--- src/rtl/cmp_irq_pkg.sv ---
package cmp_irq_pkg;

    localparam int NCH_DEF      = 3;
    localparam int SETTLE_W_DEF = 8;
    localparam int SYNC_STAGES  = 2;

    typedef enum logic [1:0] {
        EV_NONE = 2'd0,
        EV_RISE = 2'd1,
        EV_FALL = 2'd2
    } edge_ev_t;

    typedef struct packed {
        logic rise;
        logic fall;
    } flag_pair_t;

    function automatic edge_ev_t classify_edge(input logic valid, input logic cur, input logic prev);
        if (!valid || (cur == prev)) return EV_NONE;
        return cur ? EV_RISE : EV_FALL;
    endfunction

    function automatic logic next_flag(input logic cur, input logic set, input logic clr);
        return set | (cur & ~clr);
    endfunction

endpackage

--- src/rtl/cmp_sync.sv ---
module cmp_sync
    import cmp_irq_pkg::*;
#(
    parameter int STAGES = SYNC_STAGES
) (
    input  logic clk,
    input  logic rst,
    input  logic d_async,
    output logic q_sync
);
    logic [STAGES-1:0] chain;

    always_ff @(posedge clk) begin
        if (rst) chain <= '0;
        else     chain <= {chain[STAGES-2:0], d_async};
    end

    assign q_sync = chain[STAGES-1];
endmodule

--- src/rtl/cmp_settle.sv ---
module cmp_settle
    import cmp_irq_pkg::*;
#(
    parameter int W = SETTLE_W_DEF
) (
    input  logic         clk,
    input  logic         rst,
    input  logic         en,
    input  logic [W-1:0] limit,
    output logic         valid
);
    logic [W-1:0] cnt;

    always_ff @(posedge clk) begin
        if (rst || !en)   cnt <= '0;
        else if (cnt < limit) cnt <= cnt + 1'b1;
    end

    assign valid = en && (cnt >= limit);

    // switching the channel off empties the counter
    p_idle_clear_r6: assert property (@(posedge clk) disable iff (rst)
        !en |=> (cnt == '0));

    // the counter advances by one per cycle while it is below the limit
    p_count_step_r7: assert property (@(posedge clk) disable iff (rst)
        (en && cnt < limit) |=> (cnt == $past(cnt) + 1'b1));
endmodule

--- src/rtl/cmp_chan.sv ---
module cmp_chan
    import cmp_irq_pkg::*;
#(
    parameter int SETTLE_W = SETTLE_W_DEF
) (
    input  logic                clk,
    input  logic                rst,
    input  logic                raw,
    input  logic                en,
    input  logic [SETTLE_W-1:0] settle,
    input  logic                clr_rise,
    input  logic                clr_fall,
    output logic                status,
    output flag_pair_t          flags
);
    logic     synced;
    logic     prev;
    logic     valid;
    edge_ev_t ev;

    cmp_sync #(.STAGES(SYNC_STAGES)) u_sync (
        .clk     (clk),
        .rst     (rst),
        .d_async (raw),
        .q_sync  (synced)
    );

    cmp_settle #(.W(SETTLE_W)) u_settle (
        .clk   (clk),
        .rst   (rst),
        .en    (en),
        .limit (settle),
        .valid (valid)
    );

    always_ff @(posedge clk) begin
        if (rst) prev <= 1'b0;
        else     prev <= synced;
    end

    assign ev = classify_edge(valid, synced, prev);

    always_ff @(posedge clk) begin
        if (rst) begin
            flags <= '0;
        end else begin
            flags.rise <= next_flag(flags.rise, ev == EV_RISE, clr_rise);
            flags.fall <= next_flag(flags.fall, ev == EV_FALL, clr_fall);
        end
    end

    assign status = valid & synced;

    // a set flag without a clear holds
    p_sticky_rise_r3: assert property (@(posedge clk) disable iff (rst)
        (flags.rise && !clr_rise) |=> flags.rise);
    p_sticky_fall_r3: assert property (@(posedge clk) disable iff (rst)
        (flags.fall && !clr_fall) |=> flags.fall);

    // a clear without a competing event empties the flag
    p_clear_rise_r4: assert property (@(posedge clk) disable iff (rst)
        (clr_rise && ev != EV_RISE) |=> !flags.rise);

    // an event beats a simultaneous clear
    p_set_wins_r5: assert property (@(posedge clk) disable iff (rst)
        (clr_fall && ev == EV_FALL) |=> flags.fall);

    // a falling flag only rises after a valid high-to-low step
    p_fall_src_r2: assert property (@(posedge clk) disable iff (rst)
        $rose(flags.fall) |-> $past(valid && prev && !synced));
endmodule

--- src/rtl/cmp_edge_irq_top.sv ---
module cmp_edge_irq_top
    import cmp_irq_pkg::*;
#(
    parameter int NCH      = NCH_DEF,
    parameter int SETTLE_W = SETTLE_W_DEF
) (
    input  logic                clk,
    input  logic                rst,
    input  logic [NCH-1:0]      raw_in,
    input  logic [NCH-1:0]      ch_en,
    input  logic [NCH-1:0]      rise_ie,
    input  logic [NCH-1:0]      fall_ie,
    input  logic                glob_ie,
    input  logic [SETTLE_W-1:0] settle_cycles,
    input  logic [NCH-1:0]      clr_rise,
    input  logic [NCH-1:0]      clr_fall,
    output logic [NCH-1:0]      status,
    output logic [NCH-1:0]      rise_flag,
    output logic [NCH-1:0]      fall_flag,
    output logic                irq
);
    flag_pair_t [NCH-1:0] ch_flags;
    logic       [NCH-1:0] ch_req;

    for (genvar i = 0; i < NCH; i++) begin : g_ch
        cmp_chan #(.SETTLE_W(SETTLE_W)) u_chan (
            .clk      (clk),
            .rst      (rst),
            .raw      (raw_in[i]),
            .en       (ch_en[i]),
            .settle   (settle_cycles),
            .clr_rise (clr_rise[i]),
            .clr_fall (clr_fall[i]),
            .status   (status[i]),
            .flags    (ch_flags[i])
        );

        assign rise_flag[i] = ch_flags[i].rise;
        assign fall_flag[i] = ch_flags[i].fall;
        assign ch_req[i]    = (ch_flags[i].rise & rise_ie[i]) | (ch_flags[i].fall & fall_ie[i]);

        // a channel that is off shows no level
        p_off_blank_r6: assert property (@(posedge clk) disable iff (rst)
            !ch_en[i] |-> !status[i]);
    end

    assign irq = glob_ie & (|ch_req);

    // a request needs the global enable and at least one set flag
    p_irq_src_r8: assert property (@(posedge clk) disable iff (rst)
        irq |-> (glob_ie && |(rise_flag | fall_flag)));

    // one cycle after reset, every flag is clear
    p_reset_r10: assert property (@(posedge clk)
        rst |=> (rise_flag == '0 && fall_flag == '0));
endmodule

--- config.mk ---
export PLATFORM = sky130hd
export DESIGN_NAME = cmp_edge_irq_top
export DESIGN_NICKNAME = d
export VERILOG_FILES = /design/src/rtl/cmp_irq_pkg.sv /design/src/rtl/cmp_sync.sv /design/src/rtl/cmp_settle.sv /design/src/rtl/cmp_chan.sv /design/src/rtl/cmp_edge_irq_top.sv
export SDC_FILE = /design/constraint.sdc
export NUM_CORES = 1
export LEC_CHECK = 0
export ABC_AREA = 1
export BUFFER_PORTS_ARGS = -buffer_cell sky130_fd_sc_hd__buf_2
export CAP_MARGIN = 20
export CORE_UTILIZATION = 60
export DETAILED_ROUTE_END_ITERATION = 12
export GPL_TIMING_DRIVEN = 0
export HOLD_SLACK_MARGIN = 0.1
export PLACE_DENSITY = 0.87
export SYNTH_ARGS = -nofsm -noshare
export SYNTH_HDL_FRONTEND = slang
export SYNTH_SLANG_ARGS = --single-unit
--- constraint.sdc ---
create_clock -name clk -period 3.9 [get_ports clk]
set_input_delay 0.975 -clock clk [delete_from_list [all_inputs] [get_ports clk]]
set_output_delay 0.975 -clock clk [all_outputs]
set_load 0.02 [all_outputs]
==> results of run 1 <==
[synthesized netlist by cell type]
library cell,instances
clkbuf_2,1
dfxtp_1,39
clkbuf_1,1
nor2_2,3
nand3_2,1
clkinv_2,1
nor3b_1,3
a221oi_1,1
nor2_1,28
nand2_2,3
xnor2_1,8
nand2_1,71
nor3_1,5
nor3_2,2
buf_4,3
inv_2,5
buf_6,3
a21o_1,3
nand4_1,13
o21ai_0,4
and3_1,2
xor2_1,1
o21ai_2,4
nand3_1,12
o21ai_1,5
a21oi_1,25
nor3b_2,2
inv_1,52
ha_1,27
a31oi_1,1
[tightest hold or removal path: cells and delay by family (launching register included)]
kind	cells	cell delay [ns]
AND/OR/NAND/NOR	1	0.03
flip-flops	1	0.30
buffers and inverters	1	0.04
[area by class of cell]
class	instances	area, sq um	share of cell area, %
multi-input combinational	224	1330	48.6
sequential	39	781	28.6
inverter	58	219	8.03
timing repair buffer	37	185	6.79
clock buffer	5	68.8	2.52
buffer	8	65.1	2.39
tap	48	60.1	2.20
clock inverter	3	23.8	0.872
[per-stage QoR]
stage          util, %  instance area [sq um]  hold slack (ns)  total power [mW]
2_1_floorplan        -                   2390            0.388             0.457
3_3_place_gp      70.4                   2640            0.391             0.481
3_5_place_dp      70.4                   2640            0.397             0.484
4_1_cts           72.9                   2730            0.408             0.763
5_1_grt           72.9                   2730            0.423             0.792
6_report          72.9                   2730            0.407             0.758
[cells by family (layout without fill, tap and decap cells)]
logic type	Yosys count	in the layout	share of synthesized area [%]
buffers and inverters	66	111	11.9
DFF	39	39	32.7
AOI/OAI and AO/OA	43	43	10.2
adders and majority gates	27	27	14.1
xor gates and xnor gates	9	9	3.30
and+or+nand+nor	145	145	27.9
[flip-flops by register name, indices dropped and copies added (netlist names)]
signal / count
g_ch.u_chan.prev: 3
g_ch.u_chan.flags: 6
g_ch.u_chan.u_sync.chain: 6
g_ch.u_chan.u_settle.cnt: 24
[power by group through the flow]
stage | Sequential, mW | Clock (mW) | Combinational, mW
global route | 0.411 | 0.305 | 0.0760
detailed placement | 0.419 | 0 | 0.0647
global placement | 0.419 | 0 | 0.0620
finish | 0.410 | 0.283 | 0.0653
floorplan | 0.418 | 0 | 0.0395
CTS | 0.410 | 0.288 | 0.0659
[path summary, 6_finish.rpt]
check,endpoint,cells after the start
max,status[2],10
min,g_ch[1].u_chan.u_sync.chain[1],2
max reg2reg,g_ch[0].u_chan.u_settle.cnt[3],8
min reg2reg,g_ch[1].u_chan.u_sync.chain[1],2
[per-layer routing]
| metal | GRT usage [%] | up-vias |
|---|---|---|
| li1 | - | 1139 |
| met1 | 29.6 | 982 |
| met2 | 47.5 | 49 |
| met3 | 6.42 | 12 |
| met4 | 8.70 | 0 |
| met5 | 0 | - |
==> impl_metrics.tcl, run 1 <==
set metrics [dict create \
    finalCriticalPeriod_ns 3.34 \
    yosysWarnings 0 \
    drc 0 \
    grt_util_all_layers_pct 26.1 \
    tightest_slew_ns 0.401 \
    cp_top_family "buffers and inverters" \
    clk_latency_ns 0.30 \
    p_switching_uw 199 \
    cts.path.max_buffers 2 \
    end_kind "output port" \
    fillers 316 \
    crit_top_cell "buf_2" \
    wirelength_mm 4.90 \
    core_area_sq_um 3740 \
    drv_slew 0 \
    internal-power_uw 559 \
    crit_type "primary input to output port" \
    wl_met2_mm 2.43 \
    syn_to_final_growth_pct 14.1 \
    synth.area.top_cells "dfxtp_1, ha_1, nand2_1, inv_1, a21oi_1" \
    gp_congestion 0.833 \
    seq_power_share_pct 54.0 \
    cts_root_buffer "clkbuf_8" \
    die_h_microns 65.1 \
    fin_cells 422 \
    cts_resized 0 \
    grt_pass1_wl_mm 8.49 \
    place_inst 414 \
    top_layer "met4" \
    rows 22 \
    rsz0062_at_grt "no" \
    path_cells "buf_2 > inv_1 > ha_1 > a21o_1 > nor2_2 > nand3_1 > nand2_1 > nor2_1 > buf_4 > buf_2" \
    crit_path_start "settle_cycles[7]" \
    synth.largest_area_cell "dfxtp_1" \
    grt_pass1_vias 2060 \
    final_cell_mix "nand2_1, inv_1, dfxtp_1, buf_2, nor2_1" \
    critical_path_buf_inv_count 4 \
    synth_cell_types 30 \
    die_x_microns 65.1 \
    hold_violations 0 \
    dieArea_sq_um 4240 \
    r2r-start "g_ch[0].u_chan.u_settle.cnt[5]" \
    initial_core_util_pct 63.8 \
    clockPowerShare_pct 37.4 \
    cts_hold_buffers 0 \
    wl_per_cell_microns 11.6 \
    diodes 0 \
    setup_viol 0 \
    drt_iter0_markers 133 \
    worstPathMaxFanout 3 \
    drive_gt1_share_pct 19.5 \
    wl_met3_microns 193 \
    startpoint_type "primary input" \
    setup_tns_ns 0 \
    max_freq_mhz 299 \
    clock-sinks 39 \
    min_from "g_ch[1].u_chan.u_sync.chain[0]" \
    drv_cap 0 \
    layout_commonest_cell "nand2_1" \
    cts_buffers 5 \
    p_comb_share_pct 8.6 \
    synth_nets 385 \
    finClkSkew_ns 0.00593 \
    clk_pin_slew_ns 0.08 \
    sw_frac_of_total_pct 26.3 \
    power.leakage_nw 1.36 \
    vias 2182 \
    critical_path.max_stage_delay_ns 0.27 \
    io_pins 39 \
    cp.required_ns 2.92 \
    grt_max_degree 15 \
    cts_tree "yes" \
    synth_cells 329 \
    met1Wirelength_mm 2.20 \
    max_slew_margin_pct 73.3 \
    power_density_nw_per_um2 278 \
    status "complete, no violations" \
    vias_per_cell 5.17 \
    cp_slowest_cell "ha_1" \
    avgSynthCellArea_sq_um 7.26 \
    port_buffers 37 \
    hp-class "register to register" \
    firstDrtPassIters 4 \
    overflow 0 \
    place_ws_ns 0.573 \
    min_period_over_period_pct 85.6 \
    synth_area_sq_um 2390 \
    cts_setup_buffers 0 \
    seq_area_frac_synth_pct 32.7 \
    dpl.hpwl_mm 3.87 \
    worstPathArrival_ns 2.36 \
    peakVddDrop_mv 0.266 \
    ys_seq_elements 39 \
    antenna_found_initial 0 \
    cts_max_level 2 \
    ant_nets 0 \
    nNetsFinal 429 \
    synth.top_cell.area_share_pct 32.7 \
    worst_slack_ns 0.560 \
    reg2reg_slack_ns 2.25 \
]
Power figures use the tool's default switching activity.
==> run 2, diff against run 1 <==
- CORE_UTILIZATION: 60 -> 40
- PLACE_DENSITY: 0.87 -> 0.63
==> impl_metrics.tcl, run 2 (synthesis results as in run 1) <==
set metrics [dict create \
    status "complete, no violations" \
    max_freq_mhz 301 \
    use_met2_pct 29.3 \
    drt_iter0_markers 65 \
    drive_gt1_share_pct 19.5 \
    core_area_sq_um 5640 \
    rsz0062_at_grt "no" \
    power.leakage_nw 1.36 \
    grt_pass1_wl_mm 8.49 \
    cts_hold_buffers 0 \
    tightest_slew_ns 0.420 \
    worstPathMaxFanout 3 \
    dieArea_sq_um 6290 \
    path_cells "buf_2 > inv_1 > ha_1 > a21oi_1 > nor2_1 > nor2_2 > nand3_1 > nand2_1 > nor2_1 > buf_4 > buf_2" \
    worstPathArrival_ns 2.35 \
    fillers 572 \
    critical_path_buf_inv_count 4 \
    clock-sinks 39 \
    wirelength_mm 4.88 \
    die_h_microns 79.3 \
    regMostFlops "g_ch.u_chan.u_settle.cnt" \
    peakVddDrop_mv 0.222 \
    dpl.hpwl_mm 4.00 \
    hold_violations 0 \
    critical_path.max_stage_delay_ns 0.26 \
    io_pins 39 \
    die_x_microns 79.3 \
    final_cell_mix "nand2_1, inv_1, dfxtp_1, buf_2, nor2_1" \
    drv_slew 0 \
    met1_usage_pct 21.5 \
    cp.required_ns 2.92 \
    cts_setup_buffers 0 \
    vias_per_cell 4.71 \
    multi_input_area_sq_um 1330 \
    port_buffers 37 \
    finClkSkew_ns 0.00778 \
    clk_pin_slew_ns 0.08 \
    overflow 0 \
    rows 27 \
    nNetsFinal 429 \
    grt_util_all_layers_pct 17.2 \
    initial_core_util_pct 42.4 \
    grt_max_degree 14 \
    final_area_sq_um 2750 \
    cts_max_level 2 \
    cts_tree "yes" \
    end_kind "output port" \
    cts_resized 0 \
    clk_latency_ns 0.29 \
    cp_slowest_cell "ha_1" \
    met3_usage_pct 4.37 \
    placed_area_sq_um 2670 \
    syn_to_final_growth_pct 15.2 \
    startpoint_type "primary input" \
    firstDrtPassIters 4 \
    finalCriticalPeriod_ns 3.32 \
    antenna_found_initial 0 \
    setup_viol 0 \
    diodes 0 \
    cts.path.max_buffers 2 \
    cts_buffers 5 \
    reg_top3 "g_ch.u_chan.u_settle.cnt: 24 flops, g_ch.u_chan.flags: 6 flops, g_ch.u_chan.u_sync.chain: 6 flops" \
    max_slew_margin_pct 72.0 \
    gp_congestion 0.799 \
    hp-class "register to register" \
    cts_root_buffer "clkbuf_8" \
    ant_nets 0 \
    grt_pass1_vias 1930 \
    crit_type "primary input to output port" \
    register_area_sq_um 781 \
    setup_tns_ns 0 \
    drc 0 \
    top_usage_layer "met2" \
    drv_cap 0 \
    largest_reg_flops 24 \
    min_period_over_period_pct 85.2 \
    cp_top_family "buffers and inverters" \
    wl_per_cell_microns 10.9 \
    vias 2102 \
    power_density_nw_per_um2 273 \
    layout_commonest_cell "nand2_1" \
]
run 2: final timing paths:
kind                                     to  slack, ns                      startpoint  cells past startpoint
max reg2reg  g_ch[0].u_chan.u_settle.cnt[3]       2.27  g_ch[0].u_chan.u_settle.cnt[5]                      8
min          g_ch[2].u_chan.u_sync.chain[1]       0.40  g_ch[2].u_chan.u_sync.chain[0]                      2
max                               status[2]       0.58                settle_cycles[5]                     11
min reg2reg  g_ch[2].u_chan.u_sync.chain[1]       0.40  g_ch[2].u_chan.u_sync.chain[0]                      2
run 2: layout make-up:
class,count,area share (%)
repair buffers,37,6.72
plain buffers,8,2.36
flip-flops and latches,39,28.4
clock inverters,3,0.727
inverters,58,7.95
multi-input cells,224,48.1
well taps,72,3.27
clock buffers,5,2.50
run 2: layer usage:
layer	part of all wire, %	wire [microns]	vias up
li1	-	-	1140
met2	47	2270	31
met3	3.5	173	5
met4	0.64	31	0
met1	49	2400	926
met5	0	0	-
run 2: report_power, final:
group / internal, mW / leakage (nW) / switching [mW]
clock: 0.125 / 0.0402 / 0.152
sequential: 0.405 / 0.317 / 0.00489
combinational: 0.0263 / 0.999 / 0.0389
total: 0.555 / 1.36 / 0.196
run 2: through the flow:
stage / util (%) / setup slack [ns] / total power, mW / hold slack, ns / cells
4_1_cts: 48.8 / 0.570 / 0.761 / 0.404 / 446
6_report: 48.8 / 0.576 / 0.752 / 0.403 / 446
3_5_place_dp: 47.2 / 0.574 / 0.485 / 0.392 / 438
2_1_floorplan: - / 0.946 / 0.457 / 0.388 / 329
3_3_place_gp: 47.2 / 0.568 / 0.483 / 0.391 / 438
5_1_grt: 48.8 / 0.447 / 0.794 / 0.432 / 446
run 2: worst reg2reg max path, delay by kind of cell (launching register included):
family,cells,cell delay [ns]
compound gates,1,0.15
fa+ha+maj,1,0.28
buf+inv,1,0.15
flops,1,0.43
simple gates,5,0.52
==> run 3, diff against run 2 <==
- REMOVE_ABC_BUFFERS: not set -> 1
==> impl_metrics.tcl, run 3 (synthesis results as in run 1) <==
set metrics [dict create \
    status "complete, no violations" \
    dieArea_sq_um 6290 \
    drv_cap 0 \
    final_cell_mix "nand2_1, inv_1, dfxtp_1, buf_2, nor2_1" \
    firstDrtPassIters 4 \
    max_freq_mhz 310 \
    setup_tns_ns 0 \
    finalCriticalPeriod_ns 3.22 \
    finish.utilization_pct 47.8 \
    port_buffers 38 \
    cts_hold_buffers 0 \
    worstPathArrival_ns 2.25 \
    crit_type "primary input to output port" \
    critical_path.max_stage_delay_ns 0.31 \
    critical_path_buf_inv_count 3 \
    place_ws_ns 0.649 \
    die_x_microns 79.3 \
    grt_util_all_layers_pct 17.3 \
    startpoint_type "primary input" \
    tightest_slew_ns 0.353 \
    cp_slowest_cell "ha_1" \
    clk_pin_slew_ns 0.09 \
    largest_reg_flops 24 \
    reg_top3 "g_ch.u_chan.u_settle.cnt: 24 flops, g_ch.u_chan.flags: 6 flops, g_ch.u_chan.u_sync.chain: 6 flops" \
    max_slew_margin_pct 76.4 \
    wl_per_cell_microns 11.2 \
    worst_slack_ns 0.677 \
    wl_met3_microns 166 \
    vias_per_cell 4.76 \
    core_area_sq_um 5640 \
    cts_root_buffer "clkbuf_8" \
    diodes 0 \
    power_density_nw_per_um2 283 \
    vias 2088 \
    cts_buffers 5 \
    setup_viol 0 \
    cp_top_family "simple AND/OR/NAND/NOR gates" \
    overflow 0 \
    hp-class "register to register" \
    hold_violations 0 \
    cts_setup_buffers 0 \
    die_h_microns 79.3 \
    hold-worst-slack_ns 0.406 \
    drc 0 \
    rows 27 \
    layout_commonest_cell "nand2_1" \
    dpl.hpwl_mm 3.88 \
    ant_nets 0 \
    worstPathMaxFanout 3 \
    grt_max_degree 17 \
    power.leakage_nw 1.32 \
    drive_gt1_share_pct 18.3 \
    clock-sinks 39 \
    nNetsFinal 422 \
    finClkSkew_ns 0.00742 \
    wl_met2_mm 2.25 \
    grt_pass1_vias 1924 \
    regMostFlops "g_ch.u_chan.u_settle.cnt" \
    cp.required_ns 2.92 \
    cts_resized 0 \
    min_period_over_period_pct 82.6 \
    io_pins 39 \
    gp_congestion 0.778 \
    antenna_found_initial 0 \
    drt_iter0_markers 107 \
    grt_pass1_wl_mm 8.47 \
    cts_max_level 2 \
    peakVddDrop_mv 0.211 \
    cts.path.max_buffers 2 \
    end_kind "output port" \
    met1Wirelength_mm 2.43 \
    rsz0062_at_grt "no" \
    initial_core_util_pct 42.4 \
    path_cells "buf_2 > inv_1 > ha_1 > nand2_1 > nor2_1 > nand4_1 > nand3_1 > nand2_1 > nor2_1 > buf_2" \
    drv_slew 0 \
    syn_to_final_growth_pct 12.9 \
    top_layer "met4" \
    wirelength_mm 4.90 \
    clk_latency_ns 0.30 \
    fin_total_pwr_uw 764 \
    cts_tree "yes" \
]
run 3: layer usage:
| metal | vias to the layer above | GRT usage (%) |
|---|---|---|
| met5 | - | 0 |
| met4 | 0 | 5.45 |
| met3 | 5 | 3.45 |
| met2 | 31 | 29.1 |
| met1 | 922 | 22.1 |
| li1 | 1130 | - |
run 3: final timing paths:
kind                                  start                             end  slack [ns]  cells after the start
max                        settle_cycles[7]                       status[1]        0.68                     10
min          g_ch[1].u_chan.u_sync.chain[0]  g_ch[1].u_chan.u_sync.chain[1]        0.41                      2
max reg2reg  g_ch[0].u_chan.u_settle.cnt[5]  g_ch[0].u_chan.u_settle.cnt[2]        2.21                      8
min reg2reg  g_ch[1].u_chan.u_sync.chain[0]  g_ch[1].u_chan.u_sync.chain[1]        0.41                      2
run 3: area by class of cell:
class,count,area (sq um)
sequential,39,781
clock buffer,5,68.8
fill,584,2940
inverter,58,219
timing repair buffer,38,190
multi-input combinational,224,1330
tap,72,90.1
clock inverter,3,23.8
run 3: where the power goes:
group,internal [mW],switching (mW)
Combinational,0.0261,0.0388
Sequential,0.405,0.00508
Clock,0.128,0.161
Total,0.559,0.205
run 3: through the flow:
stage | cell area, sq um | std cells
after CTS | 2700 | 439
after global placement | 2610 | 431
after global routing | 2700 | 439
after floorplan | 2320 | 321
after detailed placement | 2610 | 431
final | 2700 | 439
run 3: worst min-delay path, stage by stage (launching register included):
cell and delay [ns]:
dfxtp_1 0.31, inv_1 0.04, nor2_1 0.03
